`src/rtl/pectl_pkg.sv`:
```
// Shared types for the processing-element run-state controller.
// Assumes: phase encoding is visible at the top ports and must stay fixed.
package pectl_pkg;

    // Element phase; the encoding is part of the port contract.
    typedef enum logic [1:0] {
        PH_RESET = 2'b00,
        PH_PAUSE = 2'b01,
        PH_LOAD  = 2'b10,
        PH_RUN   = 2'b11
    } phase_e;

    // Sub-steps of the program copy.
    typedef enum logic [1:0] {
        LS_WAIT = 2'b00,   // waiting for the left-memory flag
        LS_HDR  = 2'b01,   // header word on the read bus
        LS_XFER = 2'b10    // streaming program words
    } ldsub_e;

    // Arbitrated command grants; run may accompany load.
    typedef struct packed {
        logic take_reset;
        logic take_pause;
        logic take_load;
        logic take_run;
    } cmd_t;

endpackage

```
`src/rtl/pectl_cmd_arb.sv`:
```
// Command arbiter.
// Resolves the four host command inputs into grants using a fixed priority:
// reset, then pause, then load, then run. Reset and pause each exclude
// everything below them. Run is granted alongside load, so that a run
// issued together with a load can be held pending by the phase machine.
// Assumes: commands are sampled once per clock; there is no internal state.
module pectl_cmd_arb
    import pectl_pkg::*;
(
    input  logic cmd_reset,
    input  logic cmd_pause,
    input  logic cmd_load,
    input  logic cmd_run,
    output cmd_t grant
);

    localparam int NLVL = 3;          // exclusive priority levels

    logic [NLVL-1:0] req;
    logic [NLVL-1:0] blocked;
    logic [NLVL-1:0] won;

    assign req = {cmd_load, cmd_pause, cmd_reset};

    // Priority chain: each level is blocked by any request above it.
    assign blocked[0] = 1'b0;
    genvar g;
    generate
        for (g = 1; g < NLVL; g++) begin : g_chain
            assign blocked[g] = blocked[g-1] | req[g-1];
        end
        for (g = 0; g < NLVL; g++) begin : g_win
            assign won[g] = req[g] & ~blocked[g];
        end
    endgenerate

    // Map grants into the command structure; run only loses to reset/pause.
    always_comb begin
        grant.take_reset = won[0];
        grant.take_pause = won[1];
        grant.take_load  = won[2];
        grant.take_run   = cmd_run & ~cmd_reset & ~cmd_pause;
    end

endmodule

```
`src/rtl/pectl_phase_fsm.sv`:
```
// Phase state machine.
// Holds the element phase and the run-pending bit, and produces the
// registered pulses seen by the rest of the element (pc_clear, load_done,
// mem_init). It tells the load sequencer whether a load is live and
// whether it is being cut short in the current cycle.
// Assumes: ld_last is only meaningful while the phase is LOAD.
module pectl_phase_fsm
    import pectl_pkg::*;
(
    input  logic   clk,
    input  logic   rst_n,
    input  cmd_t   grant,
    input  logic   ld_last,
    output phase_e phase,
    output logic   ld_go,
    output logic   ld_abort,
    output logic   ar_clear,
    output logic   run_en,
    output logic   pc_clear,
    output logic   load_done,
    output logic   mem_init
);

    phase_e phase_nxt;
    logic   run_pnd;
    logic   run_pnd_nxt;
    logic   ld_fin;

    assign ld_abort = grant.take_reset | grant.take_pause;
    assign ld_go    = (phase == PH_LOAD);
    assign ar_clear = grant.take_reset;
    assign ld_fin   = ld_go & ld_last & ~ld_abort;
    assign run_en   = (phase == PH_RUN);

    // Next phase and pending-run decision.
    always_comb begin
        phase_nxt   = phase;
        run_pnd_nxt = run_pnd;
        if (grant.take_reset) begin
            phase_nxt   = PH_RESET;
            run_pnd_nxt = 1'b0;
        end else if (grant.take_pause) begin
            phase_nxt   = PH_PAUSE;
            run_pnd_nxt = 1'b0;
        end else begin
            case (phase)
                PH_LOAD: begin
                    if (ld_fin) begin
                        phase_nxt   = (run_pnd | grant.take_run) ? PH_RUN : PH_PAUSE;
                        run_pnd_nxt = 1'b0;
                    end else if (grant.take_run) begin
                        run_pnd_nxt = 1'b1;
                    end
                end
                PH_RUN: begin
                    if (grant.take_load) begin
                        phase_nxt   = PH_LOAD;
                        run_pnd_nxt = grant.take_run;
                    end
                end
                default: begin
                    if (grant.take_load) begin
                        phase_nxt   = PH_LOAD;
                        run_pnd_nxt = grant.take_run;
                    end else if (grant.take_run) begin
                        phase_nxt   = PH_RUN;
                    end
                end
            endcase
        end
    end

    // Phase register and registered pulse outputs.
    always_ff @(posedge clk) begin
        if (!rst_n) begin
            phase     <= PH_RESET;
            run_pnd   <= 1'b0;
            pc_clear  <= 1'b0;
            load_done <= 1'b0;
            mem_init  <= 1'b0;
        end else begin
            phase     <= phase_nxt;
            run_pnd   <= run_pnd_nxt;
            pc_clear  <= (phase_nxt == PH_RUN) && (phase != PH_RUN);
            load_done <= ld_fin;
            mem_init  <= grant.take_reset;
        end
    end

endmodule

```
`src/rtl/pectl_load_seq.sv`:
```
// Program load sequencer.
// While the load is live: waits for the left-memory flag, reads a header
// word at the address register, takes its count field (saturated to the
// control-memory depth), then streams that many words from consecutive
// addresses into control memory starting at address zero. Reads and writes
// overlap, so one word moves per cycle after a one-cycle header bubble.
// Assumes: the left memory returns read data one cycle after lm_rd_en and
// holds it until the next read.
module pectl_load_seq
    import pectl_pkg::*;
#(
    parameter int AW = 8,
    parameter int CW = 5,
    parameter int DW = 32
) (
    input  logic          clk,
    input  logic          rst_n,
    input  logic          ld_go,
    input  logic          ld_abort,
    input  logic          ar_clear,
    input  logic          flag,
    input  logic [DW-1:0] rd_data,
    output logic          rd_en,
    output logic [AW-1:0] rd_addr,
    output logic          wr_en,
    output logic [CW-1:0] wr_addr,
    output logic [DW-1:0] wr_data,
    output logic          ld_last,
    output ldsub_e        sub_o
);

    localparam int          CNTW   = CW + 1;
    localparam int          DEPTH  = 1 << CW;
    localparam logic [CW:0] DEPTHV = DEPTH[CW:0];

    ldsub_e          sub;
    logic [AW-1:0]   ar0;
    logic [CNTW-1:0] rd_left;
    logic [CNTW-1:0] wr_left;
    logic [CW-1:0]   wr_ptr;
    logic            rd_pend;
    logic            live;
    logic [CNTW-1:0] hdr_raw;
    logic [CNTW-1:0] hdr_cnt;

    assign live    = ld_go & ~ld_abort;
    assign hdr_raw = rd_data[CW:0];
    assign sub_o   = sub;

    // Header count with saturation at the control-memory depth.
    always_comb begin
        hdr_cnt = (hdr_raw > DEPTHV) ? DEPTHV : hdr_raw;
    end

    // Read/write strobes and the completion condition.
    always_comb begin
        rd_en   = live & (((sub == LS_WAIT) & flag) |
                          ((sub == LS_XFER) & (rd_left != '0)));
        rd_addr = ar0;
        wr_en   = live & (sub == LS_XFER) & rd_pend;
        wr_addr = wr_ptr;
        wr_data = rd_data;
        ld_last = live & (((sub == LS_HDR) & (hdr_cnt == '0)) |
                          (wr_en & (wr_left == CNTW'(1))));
    end

    // Address register zero: cleared by a reset command, steps on each read.
    always_ff @(posedge clk) begin
        if (!rst_n || ar_clear) begin
            ar0 <= '0;
        end else if (rd_en) begin
            ar0 <= ar0 + AW'(1);
        end
    end

    // Load sub-state, counters and the read-pending marker.
    always_ff @(posedge clk) begin
        if (!rst_n) begin
            sub     <= LS_WAIT;
            rd_left <= '0;
            wr_left <= '0;
            wr_ptr  <= '0;
            rd_pend <= 1'b0;
        end else if (!live || ld_last) begin
            sub     <= LS_WAIT;
            rd_pend <= 1'b0;
        end else begin
            rd_pend <= rd_en & (sub == LS_XFER);
            case (sub)
                LS_WAIT: begin
                    if (flag) sub <= LS_HDR;
                end
                LS_HDR: begin
                    sub     <= LS_XFER;
                    rd_left <= hdr_cnt;
                    wr_left <= hdr_cnt;
                    wr_ptr  <= '0;
                end
                default: begin
                    if (rd_en) rd_left <= rd_left - CNTW'(1);
                    if (wr_en) begin
                        wr_left <= wr_left - CNTW'(1);
                        wr_ptr  <= wr_ptr + CW'(1);
                    end
                end
            endcase
        end
    end

endmodule

```
`src/rtl/pe_run_ctrl.sv`:
```
// Processing element run-state controller (top).
// Joins the command arbiter, the phase machine and the load sequencer.
// Assumes: host commands are synchronous to clk; the left memory has a
// one-cycle read latency; control memory accepts one write per cycle.
module pe_run_ctrl
    import pectl_pkg::*;
#(
    parameter int AW = 8,
    parameter int CW = 5,
    parameter int DW = 32
) (
    input  logic          clk,
    input  logic          rst_n,
    input  logic          cmd_reset,
    input  logic          cmd_pause,
    input  logic          cmd_load,
    input  logic          cmd_run,
    input  logic          lflag_set,
    output logic          lm_rd_en,
    output logic [AW-1:0] lm_rd_addr,
    input  logic [DW-1:0] lm_rd_data,
    output logic          cm_wr_en,
    output logic [CW-1:0] cm_wr_addr,
    output logic [DW-1:0] cm_wr_data,
    output logic          mem_init,
    output logic          load_done,
    output logic          run_en,
    output logic          pc_clear,
    output logic [1:0]    ctrl_state
);

    cmd_t   grant;
    phase_e phase;
    logic   ld_go;
    logic   ld_abort;
    logic   ar_clear;
    logic   ld_last;
    ldsub_e ld_sub;

    pectl_cmd_arb u_arb (
        .cmd_reset (cmd_reset),
        .cmd_pause (cmd_pause),
        .cmd_load  (cmd_load),
        .cmd_run   (cmd_run),
        .grant     (grant)
    );

    pectl_phase_fsm u_fsm (
        .clk       (clk),
        .rst_n     (rst_n),
        .grant     (grant),
        .ld_last   (ld_last),
        .phase     (phase),
        .ld_go     (ld_go),
        .ld_abort  (ld_abort),
        .ar_clear  (ar_clear),
        .run_en    (run_en),
        .pc_clear  (pc_clear),
        .load_done (load_done),
        .mem_init  (mem_init)
    );

    pectl_load_seq #(
        .AW (AW),
        .CW (CW),
        .DW (DW)
    ) u_seq (
        .clk      (clk),
        .rst_n    (rst_n),
        .ld_go    (ld_go),
        .ld_abort (ld_abort),
        .ar_clear (ar_clear),
        .flag     (lflag_set),
        .rd_data  (lm_rd_data),
        .rd_en    (lm_rd_en),
        .rd_addr  (lm_rd_addr),
        .wr_en    (cm_wr_en),
        .wr_addr  (cm_wr_addr),
        .wr_data  (cm_wr_data),
        .ld_last  (ld_last),
        .sub_o    (ld_sub)
    );

    assign ctrl_state = phase;

endmodule

```
`config.mk`:
```
export PLATFORM = sky130hd
export DESIGN_NAME = pe_run_ctrl
export DESIGN_NICKNAME = d
export VERILOG_FILES = /design/src/rtl/pectl_pkg.sv /design/src/rtl/pectl_cmd_arb.sv /design/src/rtl/pectl_phase_fsm.sv /design/src/rtl/pectl_load_seq.sv /design/src/rtl/pe_run_ctrl.sv
export SDC_FILE = /design/constraint.sdc
export NUM_CORES = 1
export LEC_CHECK = 0
export BUFFER_PORTS_ARGS = -buffer_cell sky130_fd_sc_hd__buf_4
export CORE_ASPECT_RATIO = 1.4
export CORE_MARGIN = 2
export CORE_UTILIZATION = 52
export DETAILED_ROUTE_END_ITERATION = 16
export PLACE_DENSITY = 0.86
export SLEW_MARGIN = 20
export SYNTH_ARGS = -nofsm -noshare
export SYNTH_HDL_FRONTEND = slang
export SYNTH_SLANG_ARGS = --single-unit
```
`constraint.sdc`:
```
create_clock -name clk -period 5.8 [get_ports clk]
set_clock_uncertainty 0.15 [all_clocks]
set_input_delay 1.45 -clock clk [delete_from_list [all_inputs] [get_ports clk]]
set_output_delay 1.45 -clock clk [all_outputs]
set_load 0.02 [all_outputs]
```
After elaboration in Yosys (flattened, before gate mapping)
Cells that the tools add are included.

Bits in registers: 34. Bits of input ports: 39. Output and inout port bits: 53.

$add $sub $neg: 4. Order comparisons: 1. Equal/unequal tests: 9. Multiplexer cells: 21. Bitwise gates (word level): 28. Reduce and logical (&&, ||, !) cells: 18.

Operators with widths (count): 6-bit case mux with 2 select lines (2); 6-bit two-way mux (3); 1-bit bitwise AND (16); 2-bit two-way mux (8); 6-bit by 1-bit subtractor with 6-bit output (second input constant) (2); 5-bit case mux with 2 select lines (1); 8-bit by 1-bit adder with 8-bit output (second input constant) (1); 2-bit == test (second input constant) (4); 2-bit case mux with 2 select lines (2); 2-bit nonzero test (4); 1-bit inverter (7); 6-bit by 1-bit == test with 1-bit output (second input constant) (1); 6-bit > comparator (second input constant) (1); 6-bit zero test (1); 3-bit AND reduction (2); 6-bit nonzero test (1); 5-bit by 1-bit adder with 5-bit output (second input constant) (1); 5-bit two-way mux (1); 1-bit bitwise OR (5); 1-bit two-way mux (4); 2-bit != test (second input constant) (2); 2-bit AND reduction (2); 3-bit by 2-bit != test with 1-bit output (second input constant) (1); 3-bit OR reduction (1); 6 further kinds (8).

Logic depth before layout (Yosys ltp)
Gate-level depths: netlist of run 1.

Word-level depth: 18. Mapped depth: 7. Mapped depth without buffers: 6.

Modules after synthesis
A second synthesis of run 1 with hierarchy kept.

Cells, all modules: 258. Area, all modules: 2164.6 um^2.

By module, submodules not included: pectl_load_seq (instances 1, cells each 225, area an instance 1860.5 um^2, sequential area each 560.5 um^2); pectl_phase_fsm (instances 1, cells each 29, area an instance 272.8 um^2, sequential area each 120.1 um^2); pectl_cmd_arb (instances 1, cells each 4, area an instance 31.3 um^2, sequential area each 0.0 um^2).

Worst setup path before layout of run 1
OpenSTA, ideal clock, no wires.

Kind: input port to output port. Start point: input cmd_reset. End point: output lm_rd_en. Data arrival time: 2.925 ns. Required time: 4.200 ns. Setup slack: 1.275 ns. Cell stages on the path: 5. Buffers on the path: 2. Path through: or4b_1 -> buf_2 -> or3_1 -> buf_2 -> nor2_1.

Cells in the longest elaborated chain, start to end: 6.

Ends and longest elaborated chain: start, declared (RTL line pe_run_ctrl.sv:14) `input logic cmd_reset,`; 1-bit inverter (RTL line pectl_cmd_arb.sv:33) `assign won[g] = req[g] & ~blocked[g];`; 1-bit bitwise AND (RTL line pectl_cmd_arb.sv:33); 1-bit bitwise OR (*) (RTL line pectl_phase_fsm.sv:29) `assign ld_abort = grant.take_reset | grant.take_pause;`; 1-bit inverter (*) (RTL line pectl_load_seq.sv:46) `assign live = ld_go & ~ld_abort;`; 1-bit bitwise AND (*) (RTL line pectl_load_seq.sv:46); 1-bit bitwise AND (*) (RTL line pectl_load_seq.sv:57) `rd_en = live & (((sub == LS_WAIT) & flag) |`; end, declared (RTL line pe_run_ctrl.sv:19) `output logic lm_rd_en,`.

Every way passes the cells marked *; elsewhere a longest branch is shown, timed or not.

Final worst setup path of run 1
Same ends and word-level chain as after synthesis.

==> results.yml, run 1 <==
outcome:
  status: "finished, final reports clean"
sta:
  rsz0062_at_grt: "no"
  hold_viol_final: 0
  period_needed_ns: 4.771
  fmax_mhz: 209.6
  worst_slack_ns: 1.029
  setup_violations: 0
  report.final.slew_viol_count: 0
  slew_headroom_pct: 31.66
  worstMarginPinSlew_ns: 1.021
  fin_crit_sh_pct: 82.26
  finalSetupTns_ns: 0
logic_synthesis:
  synth_top_family_by_area: "compound AO/OA/AOI/OAI gates"
  synth_compound_area_share_pct: 25.37
  synth.avg_cell_area_um2: 7.948
  synth_seq_cells: 34
  synthArstFlopShare_pct: 0
  synth_simple_gate_area_share_pct: 23.84
  synth_area_um2: 2210
  syn_nets: 323
  yosysUniqueCellTypes: 51
  synth-edff-count: 0
  synth_flop_cell: "dfxtp_1"
  synth_top_area_cell: "dfxtp_1"
  synth_area_leaders: "dfxtp_1, buf_4, a21oi_1"
  yosys_warnings: 0
  ys_seq_area_share_pct: 30.80
  synthCells: 278
  synth.area.mux_share_pct: 1.359
  synth_top_area_share_pct: 30.80
  synth_xor_area_share_pct: 0
  synthAdderAreaFrac_pct: 3.398
floorplanning:
  die-height_um: 81.13
  die_area_um2: 4794
  core_area_um2: 4169
  die_w_um: 59.09
  num_rows: 28
  start_util_pct: 53.00
  ios: 92
cts:
  cts_tree: "built"
  cts_sinks: 34
  clock_latency_ns: 0.29
  ctsHoldBuffers: 0
  cts_inserted_buffers: 5
  cts_max_path_buffers: 2
  h-tree-depth: 2
  post_cts_buffers: 0
  clk_pin_slew_worst_paths_ns: 0.06
  root_buffer: "clkbuf_8"
  cts_resized: 0
detailed_routing:
  routed_wirelength_um: 5328
  drtAntennaViolNets: 0
  drt_iter0_drc: 112
  num_vias: 2097
  dr.pass1.iters: 5
  wl_per_cell_um: 16.44
  drcViolationCount: 0
  drt-vias-per-instance: 6.472
power:
  irDropWorstVdd_uv: 120.9
  totalPowerFinal_mw: 0.4399
  p_per_area_nw_per_um2: 187.1
  p_leak_nw: 0.8915
layout:
  n_antenna_cell: 0
  area_growth_pct: 6.398
  finish.utilization_pct: 56.39
  stdcell_area_um2: 2351
  drive_gt1_share_pct: 18.64
  nFillCells: 384
  layout.nets: 324
global_route:
  grtUsageTotal_pct: 22.96
  grt_antenna_before_repair: 0
  grt_pass1_wl_um: 8480
  grt_pass1_vias: 1915
  grt.overflow.total: 0
  grt_max_degree: 22
placement:
  place.gp.congestion: 0.9038
  place_area_um2: 2267
  dpl_worst_slack_ns: 1.030
  hpwl_um: 3762
  place.port_buffers: 39
worst_setup_path:
  crit_type: "input port to output pin"
  start_kind: "input port"
  cp-end-kind: "output pin"
  required_ns: 4.20
  arrival_ns: 3.17
  cp_max_fo: 10
flow_run:
  max_cap_viol_count: 0
hold_path:
  hold_path.class: "flop to flop"
-- registers in the layout, summed over array words and instances, names as in the netlist --
register         count
u_seq.wr_addr        5
u_seq.rd_pend        1
u_seq.sub_o          2
u_seq.rd_left        6
u_seq.rd_addr        8
u_fsm.phase          2
u_fsm.mem_init       1
u_seq.wr_left        6
u_fsm.run_pnd        1
u_fsm.pc_clear       1
u_fsm.load_done      1
-- worst paths after layout --
check / from / end / slack (ns) / depth (start not counted)
hold / removal: u_seq.rd_addr[7] / u_seq.rd_addr[7] / 0.33 / 2
setup reg to reg: u_seq.sub_o[0] / u_seq.wr_left[0] / 2.97 / 5
hold reg to reg: u_seq.rd_addr[7] / u_seq.rd_addr[7] / 0.33 / 2
setup / recovery: cmd_reset / lm_rd_en / 1.03 / 5
-- cell families (layout without fill, tap and decap cells) --
kind of cell,count (synthesis),count (layout)
compound gates,79,79
mux,3,3
simple gates,99,99
buf+inv,57,58
fa+ha+maj,6,6
flops,34,34
-- synthesized netlist by cell type (all sizes together) (4+ instances only) --
master	count
nand2b	4
nor2	25
buf	34
a211oi	9
clkbuf	13
a31oi	4
and2	4
a21oi	22
and3	5
a32oi	6
o32ai	7
o31ai	5
nand2	17
nand3	12
dfxtp	34
ha	6
or4	4
inv	10
o21ai	4
nand3b	4
-- metrics by stage --
step | instances | hold slack (ns)
CTS | 323 | 0.3368
detailed placement | 316 | 0.3231
global placement | 316 | 0.3105
floorplan | 278 | 0.2984
global route | 324 | 0.3692
finish | 324 | 0.3344
-- layer usage --
layer  share of wire [%]  GRT usage (%)
met5                   0              0
met4                 3.1          13.41
met3                 5.5          5.255
met2                  51          40.44
met1                  40          24.44
-- power breakdown --
group / switching [mW] / internal (mW)
Sequential: 0.00155 / 0.235
Combinational: 0.0221 / 0.0156
Clock: 0.0833 / 0.0826
-- placed cells by master (no fill, tap or decap), drive strengths merged, types with 5 or more instances in the layout --
master and instances:
buf 41, dfxtp 34, nor2 25, a21oi 22, nand2 17, nand3 12, inv 10, a211oi 9
o32ai 7, clkbuf 7, a32oi 6, ha 6, and3 5, o31ai 5
-- final cells by class --
cell class	count	area [µm²]	share of cell area [%]
multi-input combinational	187	1192	50.72
sequential	34	680.7	28.95
timing repair buffer	41	307.8	13.09
clock buffer	7	76.32	3.246
tap	45	56.30	2.395
inverter	10	37.54	1.597
-- worst max-delay path, cell delays in order --
cell and delay [ns]:
buf_4 0.13, or4b_1 0.62, or3_1 0.49, nor2_1 0.28, buf_4 0.20
(Power assumes the default switching activity.)
==> run 2, diff against run 1 <==
Settings changed: CORE_UTILIZATION 52 to 48, PLACE_DENSITY 0.86 to 0.8.
Clock period 5.8 ns to 4.5 ns, I/O delays scaled along.
==> results.yml, run 2 (synthesized netlist as in run 1, its figures left out) <==
outcome:
  status: "finished, final reports clean"
hold_path:
  hold_path.class: "flop to flop"
  whs_path_depth: 2
  min-delay-start: "u_seq.rd_left[4]"
worst_setup_path:
  worst-r2r-cell-count: 4
  critical_path.top_delay_family: "simple AND/OR/NAND/NOR gates"
  cp-end-kind: "output pin"
  required_ns: 3.22
  critPathBufInv: 2
  critPathMostFrequentCell: "buf_4"
  crit_type: "input port to output pin"
  cp_slowest_stage_delay_ns: 0.65
  crit_cells: 5
  cp-startpoint: "cmd_reset"
  reg2reg_slack_ns: 1.94
  path_cells: "buf_4, or4b_1, or3_1, nor2_1, buf_4"
  cpMaxStageDelayCell: "or4b_1"
  arrival_ns: 2.88
  start_kind: "input port"
  regToRegStartpoint: "u_seq.wr_left[2]"
  cp_max_fo: 10
placement:
  hpwl_um: 3730
  place.port_buffers: 39
  dp.cells: 336
  place.gp.congestion: 0.8229
layout:
  instances_no_fill: 344
  area_growth_pct: 8.890
  drive_gt1_share_pct: 20.21
  nFillCells: 446
  mostFrequentLayoutCells: "buf_4, dfxtp_1, nor2_1"
  final_common_cell: "buf_4"
  n_antenna_cell: 0
  layout.nets: 326
  largest_reg_flops: 8
detailed_routing:
  num_vias: 2048
  drt-vias-per-instance: 5.953
  routed_wirelength_um: 5038
  wl_per_cell_um: 14.65
  drt_iter0_drc: 203
  drtAntennaViolNets: 0
  dr.pass1.iters: 4
  drcViolationCount: 0
floorplanning:
  core_area_um2: 4499
  die_w_um: 61.34
  num_rows: 29
  start_util_pct: 49.11
  die_area_um2: 5170
  ios: 92
  die-height_um: 84.28
power:
  pwr-share-comb_pct: 8.2
  swShare_pct: 24.39
  power.internal_mw: 0.4457
  power_frac_clock_pct: 40.2
  switchingPower_mw: 0.1438
  p_per_area_nw_per_um2: 245.0
  seqPwrFrac_pct: 51.7
  irDropWorstVdd_uv: 154.8
  p_leak_nw: 0.9113
global_route:
  grt_max_degree: 22
  grt_pass1_wl_um: 8790
  grtUsageTotal_pct: 21.59
  grt_pass1_vias: 2009
  grt.overflow.total: 0
  grt_antenna_before_repair: 0
cts:
  cts_inserted_buffers: 5
  clk_pin_slew_worst_paths_ns: 0.07
  root_buffer: "clkbuf_8"
  cts_sinks: 34
  ctsHoldBuffers: 0
  cts_tree: "built"
  clock_latency_ns: 0.29
  h-tree-depth: 2
  cts_resized: 0
  post_cts_buffers: 0
  cts_max_path_buffers: 2
sta:
  fmax_mhz: 240.6
  slew_headroom_pct: 32.66
  finalSetupTns_ns: 0
  hold_ws_ns: 0.3307
  fin_crit_sh_pct: 92.35
  report.final.slew_viol_count: 0
  period_needed_ns: 4.156
  worstMarginPinSlew_ns: 1.006
  rsz0062_at_grt: "no"
  hold_viol_final: 0
  setup_violations: 0
flow_run:
  max_cap_viol_count: 0
[run 2: layout make-up]
class / instances / area (µm²) / share of cell area (%)
clock buffers: 6 / 82.58 / 3.432
clock inverters: 2 / 12.51 / 0.5200
inverters: 10 / 37.54 / 1.560
multi-input cells: 187 / 1192 / 49.56
flip-flops and latches: 34 / 680.7 / 28.29
well taps: 62 / 77.57 / 3.224
repair buffers: 43 / 322.8 / 13.42
[run 2: final timing paths]
check,to
max,lm_rd_en
min,u_seq.rd_left[4]
max reg2reg,u_seq.wr_left[2]
min reg2reg,u_seq.rd_left[4]
[run 2: stage by stage]
step / utilization [%] / setup WS (ns) / power (mW) / cell area (µm²)
final: 53.48 / 0.3444 / 0.5895 / 2406
after global placement: 51.36 / 0.4304 / 0.3586 / 2311
after global routing: 53.48 / 0.2623 / 0.6116 / 2406
after floorplan: - / 0.6254 / 0.3724 / 2210
after CTS: 53.48 / 0.3503 / 0.5949 / 2406
after detailed placement: 51.36 / 0.3407 / 0.3597 / 2311
[run 2: routing by layer]
metal  up-vias  routed length [µm]  GRT usage [%]
met4         0                 110          11.22
met5         -                   0              0
met1       967                2066          25.83
met2        73                2537          34.43
li1        998                   -              -
met3        10                 323          5.547
[run 2: tightest hold or removal path, delay by kind of cell, from the launching register on]
family | cells | cell delay [ns]
flip-flops | 1 | 0.31
AO/OA/AOI/OAI | 1 | 0.07
AND/OR/NAND/NOR | 1 | 0.06
[run 2: power by group through the flow]
stage | Clock, mW | Sequential [mW] | Combinational, mW
floorplan | 0 | 0.313 | 0.0596
global placement | 0 | 0.311 | 0.0473
detailed placement | 0 | 0.311 | 0.0484
CTS | 0.242 | 0.304 | 0.0484
global route | 0.254 | 0.304 | 0.0534
finish | 0.237 | 0.304 | 0.0483
==> run 3, diff against run 2 <==
Settings changed: CORE_UTILIZATION 48 to 35, PLACE_DENSITY 0.8 to default.
==> results.yml, run 3 (synthesized netlist as in run 1, its figures left out) <==
outcome:
  status: "finished, final reports clean"
floorplanning:
  die_area_um2: 6974
  num_rows: 34
  die-height_um: 98.02
  die_w_um: 71.15
  ios: 92
  core_area_um2: 6168
  start_util_pct: 35.82
layout:
  layout.nets: 327
  mostFrequentLayoutCells: "buf_4, dfxtp_1, nor2_1"
  regArea_um2: 680.7
  multi_input_area_um2: 1192
  n_antenna_cell: 0
  nFillCells: 627
  drive_gt1_share_pct: 20.49
  largest_reg_flops: 8
  area_growth_pct: 11.95
  final_common_cell: "buf_4"
sta:
  hold_viol_final: 0
  period_needed_ns: 4.012
  report.final.slew_viol_count: 0
  slew_headroom_pct: 28.97
  fin_crit_sh_pct: 89.14
  rsz0062_at_grt: "no"
  finalSetupTns_ns: 0
  fmax_mhz: 249.3
  setup_violations: 0
  worst_slack_ns: 0.4885
  worstMarginPinSlew_ns: 1.061
worst_setup_path:
  start_kind: "input port"
  worst-r2r-cell-count: 4
  path_cells: "buf_4, or4b_1, or3_1, nor2_1, buf_4"
  regToRegStartpoint: "u_seq.sub_o[0]"
  cp_max_fo: 10
  critical_path.top_delay_family: "simple AND/OR/NAND/NOR gates"
  setup.worst_path.end: "lm_rd_en"
  reg2reg_slack_ns: 1.79
  cp-startpoint: "cmd_reset"
  critPathBufInv: 2
  arrival_ns: 2.74
  cp-end-kind: "output pin"
  reg2reg_to: "u_seq.rd_left[4]"
  critPathMostFrequentCell: "buf_4"
  cp_slowest_stage_delay_ns: 0.53
  crit_cells: 5
  crit_type: "input port to output pin"
  cpMaxStageDelayCell: "or4b_1"
  required_ns: 3.22
power:
  irDropWorstVdd_uv: 130.9
  p_leak_nw: 0.9384
  p_per_area_nw_per_um2: 286.4
  totalPowerFinal_mw: 0.7084
placement:
  dpl_worst_slack_ns: 0.5079
  hpwl_um: 3937
  place.gp.congestion: 0.7925
  place.port_buffers: 39
cts:
  clock_latency_ns: 0.29
  cts_tree: "built"
  cts_sinks: 34
  clk_pin_slew_worst_paths_ns: 0.07
  post_cts_buffers: 0
  cts_inserted_buffers: 5
  ctsHoldBuffers: 0
  cts_max_path_buffers: 2
  cts_resized: 0
  h-tree-depth: 2
  root_buffer: "clkbuf_8"
global_route:
  grt_pass1_vias: 1892
  grtUsageTotal_pct: 15.53
  grt_antenna_before_repair: 0
  grt_pass1_wl_um: 8914
  grt_max_degree: 22
  grt.overflow.total: 0
detailed_routing:
  drt-vias-per-instance: 5.800
  drcViolationCount: 0
  drtAntennaViolNets: 0
  num_vias: 2059
  wl_per_cell_um: 15.46
  drt_iter0_drc: 76
  dr.pass1.iters: 4
  routed_wirelength_um: 5488
flow_run:
  max_cap_viol_count: 0
hold_path:
  hold_path.class: "flop to flop"
run 3: changes by cell type in the layout (fill, tap and decap cells not counted), sizes merged:
cell / before / now
bufinv: 0 / 2
buf: 43 / 44
clkinv: 1 / 0
clkinvlp: 1 / 0
run 3: final cells by class:
class                   instances  area share, %
well taps                      72          3.642
clock inverters                 2          2.428
inverters                      10          1.517
clock buffers                   6          3.338
flip-flops and latches         34          27.52
multi-input cells             187          48.20
repair buffers                 44          13.35
run 3: per-stage QoR:
stage / utilization, % / cell area [µm²] / hold WS [ns] / std cells
after floorplan: - / 2210 / 0.2984 / 278
after CTS: 40.10 / 2474 / 0.3354 / 355
after global routing: 40.10 / 2474 / 0.3639 / 355
after global placement: 37.79 / 2331 / 0.3128 / 347
after detailed placement: 37.79 / 2331 / 0.3259 / 347
final: 40.10 / 2474 / 0.3337 / 355
run 3: tightest hold or removal path, stage by stage, from the launching register on:
cell     delay [ns]
dfxtp_1        0.31
nand2_1        0.05
o32ai_1        0.07
run 3: report_power, final:
group	leakage, nW	total, mW	switching [mW]	internal, mW
Combinational	0.593	0.0491	0.0288	0.0204
Sequential	0.274	0.304	0.00196	0.302
Clock	0.0714	0.355	0.118	0.236
run 3: per-layer routing:
layer | track usage (%) | vias to the layer above | wire length [µm]
met5 | 0 | - | 0
met4 | 6.821 | 0 | 89
li1 | - | 1003 | -
met2 | 26.71 | 64 | 2746
met1 | 18.08 | 978 | 2357
met3 | 3.509 | 14 | 295
run 3: worst min path at each step:
stage	cells after the start	slack [ns]	endpoint	from
global route	2	0.36	u_seq.rd_left[3]	u_seq.rd_left[3]
detailed placement	2	0.33	u_seq.rd_left[4]	u_seq.rd_left[4]
global placement	2	0.31	u_seq.wr_left[5]	u_seq.wr_left[5]
floorplan	2	0.30	u_seq.wr_left[5]	u_seq.wr_left[5]
finish	2	0.33	u_seq.rd_left[4]	u_seq.rd_left[4]
CTS	2	0.34	u_seq.rd_left[4]	u_seq.rd_left[4]
